**src/rtl/fsi_pkg.sv**
```systemverilog
package fsi_pkg;
  localparam int CTRL_W = 8;
  localparam int NSRC   = 7;

  localparam int B_IN_IE    = 7;
  localparam int B_OUT_IE   = 6;
  localparam int B_CI_IE    = 5;
  localparam int B_CO_IE    = 4;
  localparam int B_RUN      = 3;
  localparam int B_RSVD     = 2;
  localparam int B_IN_MODE  = 1;
  localparam int B_OUT_MODE = 0;

  localparam int S_IN_UNDER = 0;
  localparam int S_IN_DSC   = 1;
  localparam int S_IN_RFS   = 2;
  localparam int S_OUT_OVER = 3;
  localparam int S_OUT_RFS  = 4;
  localparam int S_CMD_IN   = 5;
  localparam int S_CMD_OUT  = 6;

  localparam logic [CTRL_W-1:0] CTRL_RST  = '0;
  localparam logic [CTRL_W-1:0] RSVD_ONE  = CTRL_W'(1) << B_RSVD;
  localparam logic [CTRL_W-1:0] CTRL_WMSK = ~RSVD_ONE;

  // service trigger condition for one channel
  function automatic logic svc_cond(input logic is_out, input logic mode,
                                    input logic empty, input logic full);
    if (!is_out) return mode ? ~empty : full;
    else         return mode ? ~full  : empty;
  endfunction

  // per-source enable derived from the control register
  function automatic logic [NSRC-1:0] src_en(input logic [CTRL_W-1:0] c);
    logic [NSRC-1:0] e;
    e             = '0;
    e[S_IN_UNDER] = c[B_IN_IE];
    e[S_IN_DSC]   = c[B_IN_IE];
    e[S_IN_RFS]   = c[B_IN_IE];
    e[S_OUT_OVER] = c[B_OUT_IE];
    e[S_OUT_RFS]  = c[B_OUT_IE];
    e[S_CMD_IN]   = c[B_CI_IE];
    e[S_CMD_OUT]  = c[B_CO_IE];
    return e;
  endfunction
endpackage

```
**src/rtl/fsi_ctrl_reg.sv**
```systemverilog
module fsi_ctrl_reg
  import fsi_pkg::*;
(
  input  logic              clk,
  input  logic              rst_n,
  input  logic              we,
  input  logic [CTRL_W-1:0] wdata,
  output logic [CTRL_W-1:0] ctrl_q,
  output logic [CTRL_W-1:0] rdata
);
  always_ff @(posedge clk or negedge rst_n) begin
    if (!rst_n)  ctrl_q <= CTRL_RST;
    else if (we) ctrl_q <= wdata & CTRL_WMSK;
  end

  assign rdata = ctrl_q | RSVD_ONE;
endmodule

```
**src/rtl/fsi_svc_chan.sv**
```systemverilog
module fsi_svc_chan
  import fsi_pkg::*;
#(
  parameter bit IS_OUT = 1'b0
) (
  input  logic clk,
  input  logic rst_n,
  input  logic mode,
  input  logic empty,
  input  logic full,
  input  logic run,
  input  logic dma_en,
  output logic req,
  output logic rfs_ev
);
  logic cond;
  logic req_q;

  generate
    if (IS_OUT) begin : g_out
      assign cond = svc_cond(1'b1, mode, empty, full);
    end else begin : g_in
      assign cond = svc_cond(1'b0, mode, empty, full);
    end
  endgenerate

  always_ff @(posedge clk or negedge rst_n) begin
    if (!rst_n) req_q <= 1'b0;
    else        req_q <= cond;
  end

  assign req    = req_q & run;
  assign rfs_ev = cond & run & ~dma_en;
endmodule

```
**src/rtl/fsi_pend.sv**
```systemverilog
module fsi_pend
  import fsi_pkg::*;
(
  input  logic            clk,
  input  logic            rst_n,
  input  logic [NSRC-1:0] set_ev,
  input  logic            ack_we,
  input  logic [NSRC-1:0] ack_mask,
  output logic [NSRC-1:0] pend
);
  for (genvar i = 0; i < NSRC; i++) begin : g_bit
    always_ff @(posedge clk or negedge rst_n) begin
      if (!rst_n)                      pend[i] <= 1'b0;
      else if (set_ev[i])              pend[i] <= 1'b1;
      else if (ack_we && ack_mask[i])  pend[i] <= 1'b0;
    end
  end
endmodule

```
**src/rtl/fsi_irq_ctrl.sv**
```systemverilog
module fsi_irq_ctrl
  import fsi_pkg::*;
(
  input  logic              clk,
  input  logic              rst_n,
  input  logic              ctrl_we,
  input  logic [CTRL_W-1:0] ctrl_wdata,
  output logic [CTRL_W-1:0] ctrl_rdata,
  input  logic              ack_we,
  input  logic [NSRC-1:0]   ack_mask,
  output logic [NSRC-1:0]   pend_o,
  input  logic              in_empty,
  input  logic              in_full,
  input  logic              out_empty,
  input  logic              out_full,
  input  logic              in_underrun,
  input  logic              out_overrun,
  input  logic              dstream_cmd,
  input  logic              cmd_in_wr,
  input  logic              cmd_out_avail,
  input  logic              in_dma_en,
  input  logic              out_dma_en,
  output logic              irq,
  output logic              in_svc_req,
  output logic              out_svc_req,
  output logic              freeze
);
  logic [CTRL_W-1:0] ctrl_q;
  logic              run;
  logic              in_rfs_ev, out_rfs_ev;
  logic              co_avail_q, co_rise;
  logic [NSRC-1:0]   ev_set;

  fsi_ctrl_reg u_reg (
    .clk, .rst_n, .we(ctrl_we), .wdata(ctrl_wdata),
    .ctrl_q(ctrl_q), .rdata(ctrl_rdata)
  );

  assign run    = ctrl_q[B_RUN];
  assign freeze = ~run;

  fsi_svc_chan #(.IS_OUT(1'b0)) u_in (
    .clk, .rst_n, .mode(ctrl_q[B_IN_MODE]), .empty(in_empty), .full(in_full),
    .run(run), .dma_en(in_dma_en), .req(in_svc_req), .rfs_ev(in_rfs_ev)
  );

  fsi_svc_chan #(.IS_OUT(1'b1)) u_out (
    .clk, .rst_n, .mode(ctrl_q[B_OUT_MODE]), .empty(out_empty), .full(out_full),
    .run(run), .dma_en(out_dma_en), .req(out_svc_req), .rfs_ev(out_rfs_ev)
  );

  always_ff @(posedge clk or negedge rst_n) begin
    if (!rst_n) co_avail_q <= 1'b0;
    else        co_avail_q <= cmd_out_avail;
  end
  assign co_rise = cmd_out_avail & ~co_avail_q;

  always_comb begin
    ev_set             = '0;
    ev_set[S_IN_UNDER] = in_underrun;
    ev_set[S_IN_DSC]   = dstream_cmd;
    ev_set[S_IN_RFS]   = in_rfs_ev;
    ev_set[S_OUT_OVER] = out_overrun;
    ev_set[S_OUT_RFS]  = out_rfs_ev;
    ev_set[S_CMD_IN]   = cmd_in_wr;
    ev_set[S_CMD_OUT]  = co_rise;
  end

  fsi_pend u_pend (
    .clk, .rst_n, .set_ev(ev_set), .ack_we(ack_we), .ack_mask(ack_mask),
    .pend(pend_o)
  );

  assign irq = |(pend_o & src_en(ctrl_q));
endmodule

```
**config.mk**
```make
export PLATFORM = sky130hd
export DESIGN_NAME = fsi_irq_ctrl
export DESIGN_NICKNAME = d
export VERILOG_FILES = /design/src/rtl/fsi_pkg.sv /design/src/rtl/fsi_ctrl_reg.sv /design/src/rtl/fsi_svc_chan.sv /design/src/rtl/fsi_pend.sv /design/src/rtl/fsi_irq_ctrl.sv
export SDC_FILE = /design/constraint.sdc
export NUM_CORES = 1
export LEC_CHECK = 0
export ABC_AREA = 1
export BUFFER_PORTS_ARGS = -buffer_cell sky130_fd_sc_hd__buf_2
export CAP_MARGIN = 20
export CORE_UTILIZATION = 45
export DETAILED_ROUTE_END_ITERATION = 10
export PLACE_DENSITY = 0.82
export SYNTH_ARGS = -nofsm -noshare
export SYNTH_HDL_FRONTEND = slang
export SYNTH_HIERARCHICAL = 1
export SYNTH_SLANG_ARGS = --single-unit
```
**constraint.sdc**
```tcl
create_clock -name clk -period 2 [get_ports clk]
set_clock_uncertainty 0.15 [all_clocks]
set_input_delay 0.1 -clock clk [delete_from_list [all_inputs] [get_ports clk]]
set_output_delay 0.1 -clock clk [all_outputs]
set_load 0.01 [all_outputs]
```
==> results of run 1 <==
cell usage in the layout (no fill, tap or decap):
cell,instances
nand2_1,58
buf_2,46
o21ai_1,2
nand2_2,1
clkbuf_1,1
inv_1,16
conb_1,1
dfrtp_1,17
dlygate4sd3_1,33
nor2_1,5
inv_2,1
clkbuf_4,3
metrics by stage:
stage,cells,instance area (um^2),worst slack (ps)
2_1_floorplan,110,817,1060
3_3_place_gp,172,1010,942
3_5_place_dp,172,1010,929
4_1_cts,209,1360,432
5_1_grt,209,1360,260
6_report,209,1360,300
sequential cells by signal, indices dropped and copies added, names as in the netlist:
name and cells:
u_pend/pend 7, u_in/req_q 1, u_out/req_q 1, co_avail_q 1, u_reg/ctrl_q 7
final cells by class:
cell class              instances  area (um^2)
inverters                      17         63.8
fillers                        93          344
well taps                      25         31.3
repair buffers                 79          561
flip-flops and latches         17          425
clock buffers                   4         26.3
multi-input cells              67          256
final timing paths:
path,from,end,slack (ps),depth (start not counted)
max,u_reg/ctrl_q[0],u_pend/pend[4],300,6
min,ack_we,u_pend/pend[6],30,4
max reg2reg,u_reg/ctrl_q[0],u_pend/pend[4],300,6
min reg2reg,co_avail_q,u_pend/pend[6],360,3
max in group asynchronous,rst_n,co_avail_q,1340,2
min in group asynchronous,rst_n,u_reg/ctrl_q[1],90,2
tightest hold or removal path, cell delays in order:
cell and delay, ps:
buf_2 150, nand2_1 90, nand2_1 50, nand2_1 60
power breakdown:
| group | switching, mW | internal, mW |
|---|---|---|
| sequential | 0.0313 | 0.376 |
| combinational | 0.112 | 0.121 |
| clock | 0.114 | 0.0777 |
| total | 0.258 | 0.574 |
routing by layer:
metal,global-route usage,part of all wire
met1,0.391,0.39
met2,0.615,0.53
met3,0.0531,0.047
met4,0.158,0.032
met5,0,0
repair_timing:
item / CTS / global route
setup buffers: 0 / 0
hold buffers: 33 / 0
endpoints found under the hold margin: 34 / 0
==> impl_metrics.toml, run 1 <==
[timing]
finalHoldViolCount = 0
fin_setup_tns_ps = 0
post-route-period-util = 0.850
hold_slack_ps = 34.3
slew_violations = 0
setup_viol = 0
max_freq_mhz = 588
rsz0062_at_grt = "no"
layout_min_cycle_time_ps = 1700

[grt]
antenna_found_initial = 0
track_usage = 0.340
grt_pass1_wl_mm = 4.64
grt_max_degree = 18
grt_pass1_vias = 1010
globalRouteOverflowTotal = 0

[final_layout]
fin_util = 0.799
areaGrowthSynthToFinish_pct = 66.9
drive_gt1_frac = 0.277
nets = 215
n_antenna_cell = 0

[pwr]
ir_worst_vdd_v = 0.000497
total_power_mw = 0.832
power_density_mw_per_mm2 = 610
p_leak_nw = 0.781

[floorplan]
rows = 15
core_area_mm2 = 0.00171
die_w_um = 44.6
ios = 49
dieArea_mm2 = 0.00199
dieHeight_um = 44.6
start_util = 0.478

[clock_network]
worstSkewPairLatency_ps = 290
htreeDepth = 1
clk_pin_slew_worst_paths_ps = 100
cts-root-buf = "clkbuf_4"
cts.sinks = 17
cts_tree = "yes"
cts_made_buffers = 3
postCtsResizedCells = 0
cts_buffer_depth = 2

[run_status]
status = "finished clean"

[worst_setup_path]
cpPeakStageDelay_ps = 550
worstPathArrival_ps = 1740
critical-path-top-delay-family = "buffers and inverters"
cp.required_ps = 2040
crit_chain = "nand2_1, o21ai_1, nor2_1, inv_1, nand2_1, dlygate4sd3_1"
path_buf_inv = 2
cp_common_cell = "nand2_1"
cp_max_fo = 4
end_kind = "register"
cp_slowest_cell = "dlygate4sd3_1"
cp-start-kind = "register"
crit_type = "reg -> reg"

[place]
gp_congestion = 0.727
port_buffers = 46
dpl.hpwl_mm = 1.33

[synth]
synthCells = 110
yosys_warnings = 6
netlist_area_um2 = 817
syn-num-nets = 140
syn-mean-instance-area_um2 = 7.43

[detailed_routing]
wl_per_cell_um = 14.2
avgViaCountPerCell = 4.71
drt_iter0_markers = 53
drtAntennaViolNets = 0
first_pass_iters = 4
routed_wl_mm = 2.97
vias = 984
drc = 0

[hold_path]
hp-class = "in -> reg"

[flow_run]
cap_violations = 0
(Power assumes the default switching activity.)
==> run 2, diff against run 1 <==
--- a/config.mk
+++ b/config.mk
@@ -8,9 +8,9 @@
 export ABC_AREA = 1
 export BUFFER_PORTS_ARGS = -buffer_cell sky130_fd_sc_hd__buf_2
 export CAP_MARGIN = 20
-export CORE_UTILIZATION = 45
+export CORE_UTILIZATION = 38
 export DETAILED_ROUTE_END_ITERATION = 10
-export PLACE_DENSITY = 0.82
+export PLACE_DENSITY = 0.74
 export SYNTH_ARGS = -nofsm -noshare
 export SYNTH_HDL_FRONTEND = slang
 export SYNTH_HIERARCHICAL = 1
==> constraint.sdc (replaced) <==
create_clock -name clk -period 1.4 [get_ports clk]
set_clock_uncertainty 0.15 [all_clocks]
set_input_delay 0.07 -clock clk [delete_from_list [all_inputs] [get_ports clk]]
set_output_delay 0.07 -clock clk [all_outputs]
set_load 0.01 [all_outputs]
==> impl_metrics.toml, run 2 (synthesis results as in run 1) <==
[worst_setup_path]
cp_max_fo = 1
cpPeakStageDelay_ps = 560
cp.required_ps = 1430
cp-start-kind = "primary input"
crit_type = "in -> reg"
worstPathArrival_ps = 1430
r2r-start = "u_pend/pend[5]"
crit_start = "ctrl_wdata[1]"
crit_chain = "dlygate4sd3_1, buf_2, nand2_1, dlygate4sd3_1, nand2_1"
end_kind = "register"
cp_slowest_cell = "dlygate4sd3_1"

[floorplan]
rows = 16
dieArea_mm2 = 0.00234
ios = 49
dieHeight_um = 48.4
start_util = 0.412
core_area_mm2 = 0.00198
die_w_um = 48.4

[final_layout]
n_antenna_cell = 0
areaGrowthSynthToFinish_pct = 69.4
fin_util = 0.698
layout_commonest_cell = "nand2_1"
layout_common_cells = "nand2_1, buf_2, dlygate4sd3_1"
fin_area_mm2 = 0.00138
fill_cells = 164
fin_cells = 213
reg_top3 = "u_pend/pend: 7 flops, u_reg/ctrl_q: 7 flops"
nets = 217
drive_gt1_frac = 0.280

[clock_network]
cts_made_buffers = 3
clk_pin_slew_worst_paths_ps = 90
cts_tree = "yes"
cts.sinks = 17
cts_buffer_depth = 2
htreeDepth = 1
cts-root-buf = "clkbuf_4"
worstSkewPairLatency_ps = 290

[run_status]
violations = "hold timing"
status = "finished, violations left"

[timing]
setup_ws_ps = 7.00
rsz0062_at_grt = "yes"
max_freq_mhz = 718
slew_violations = 0
post-route-period-util = 0.995
fin_setup_tns_ps = 0
finalHoldViolCount = 1
hold_slack_ps = -24.8
layout_min_cycle_time_ps = 1390
setup_viol = 0

[hold_path]
hold_start = "ack_we"
hp-class = "in -> reg"

[grt]
grt_pass1_vias = 978
grt_max_degree = 18
antenna_found_initial = 0
globalRouteOverflowTotal = 0
track_usage = 0.235
grt_pass1_wl_mm = 4.14

[detailed_routing]
vias = 957
first_pass_iters = 4
drc = 0
avgViaCountPerCell = 4.49
routed_wl_mm = 2.39
drt_iter0_markers = 10
drtAntennaViolNets = 0
wl_per_cell_um = 11.2

[place]
placed_cells = 174
pre_cts_ws_ps = 355
dpl.hpwl_mm = 1.27
dpl-instance-area_mm2 = 0.00101
gp_congestion = 0.731
port_buffers = 46

[flow_run]
cap_violations = 0

[pwr]
power_density_mw_per_mm2 = 827
ir_worst_vdd_v = 0.000652
total_power_mw = 1.14
p_leak_nw = 0.786
==> run 2: changes by cell type in the layout (fill, tap and decap cells not counted) <==
| cell | before | now |
|---|---|---|
| buf_4 | 0 | 1 |
| dlygate4sd3_1 | 33 | 34 |
==> run 2: final timing paths <==
| check | end | slack [ps] | depth (start not counted) |
|---|---|---|---|
| max in group asynchronous | u_reg/ctrl_q[3] | 750 | 2 |
| max reg2reg | u_pend/pend[5] | 70 | 3 |
| min in group asynchronous | u_reg/ctrl_q[4] | 70 | 2 |
| max | u_reg/ctrl_q[1] | 7 | 5 |
| min | u_pend/pend[2] | -20 | 4 |
| min reg2reg | u_pend/pend[6] | 330 | 3 |
==> run 2: timing repair <==
item,4_1_cts,5_1_grt
gates resized for setup,0,0
hold buffers,36,0
endpoints found under the hold margin,34,0
buffers inserted,0,1
setup endpoints to repair,0,4
==> run 2: critical path: cells and delay by family <==
| kind | cells | cell delay, ps |
|---|---|---|
| buf+inv | 3 | 1230 |
| simple gates | 2 | 120 |
==> run 2: routing by layer <==
metal,GRT usage,vias up,part of all wire
met3,0.0346,12,0.052
met4,0.137,0,0.036
met5,0,-,0
li1,-,458,-
met2,0.451,45,0.55
met1,0.237,442,0.36
==> run 2: layout make-up <==
cell class	instances	area (um^2)	share of cell area
Multi-Input combinational cell	67	256	0.185
Tap cell	27	33.8	0.0244
Sequential cell	17	425	0.307
Timing Repair Buffer	81	578	0.418
Inverter	17	63.8	0.0461
Clock buffer	4	26.3	0.0190
==> run 2: power breakdown <==
group / switching (mW) / leakage [nW] / internal (mW)
registers: 0.0403 / 0.196 / 0.537
logic: 0.143 / 0.575 / 0.164
clock network: 0.150 / 0.0150 / 0.111
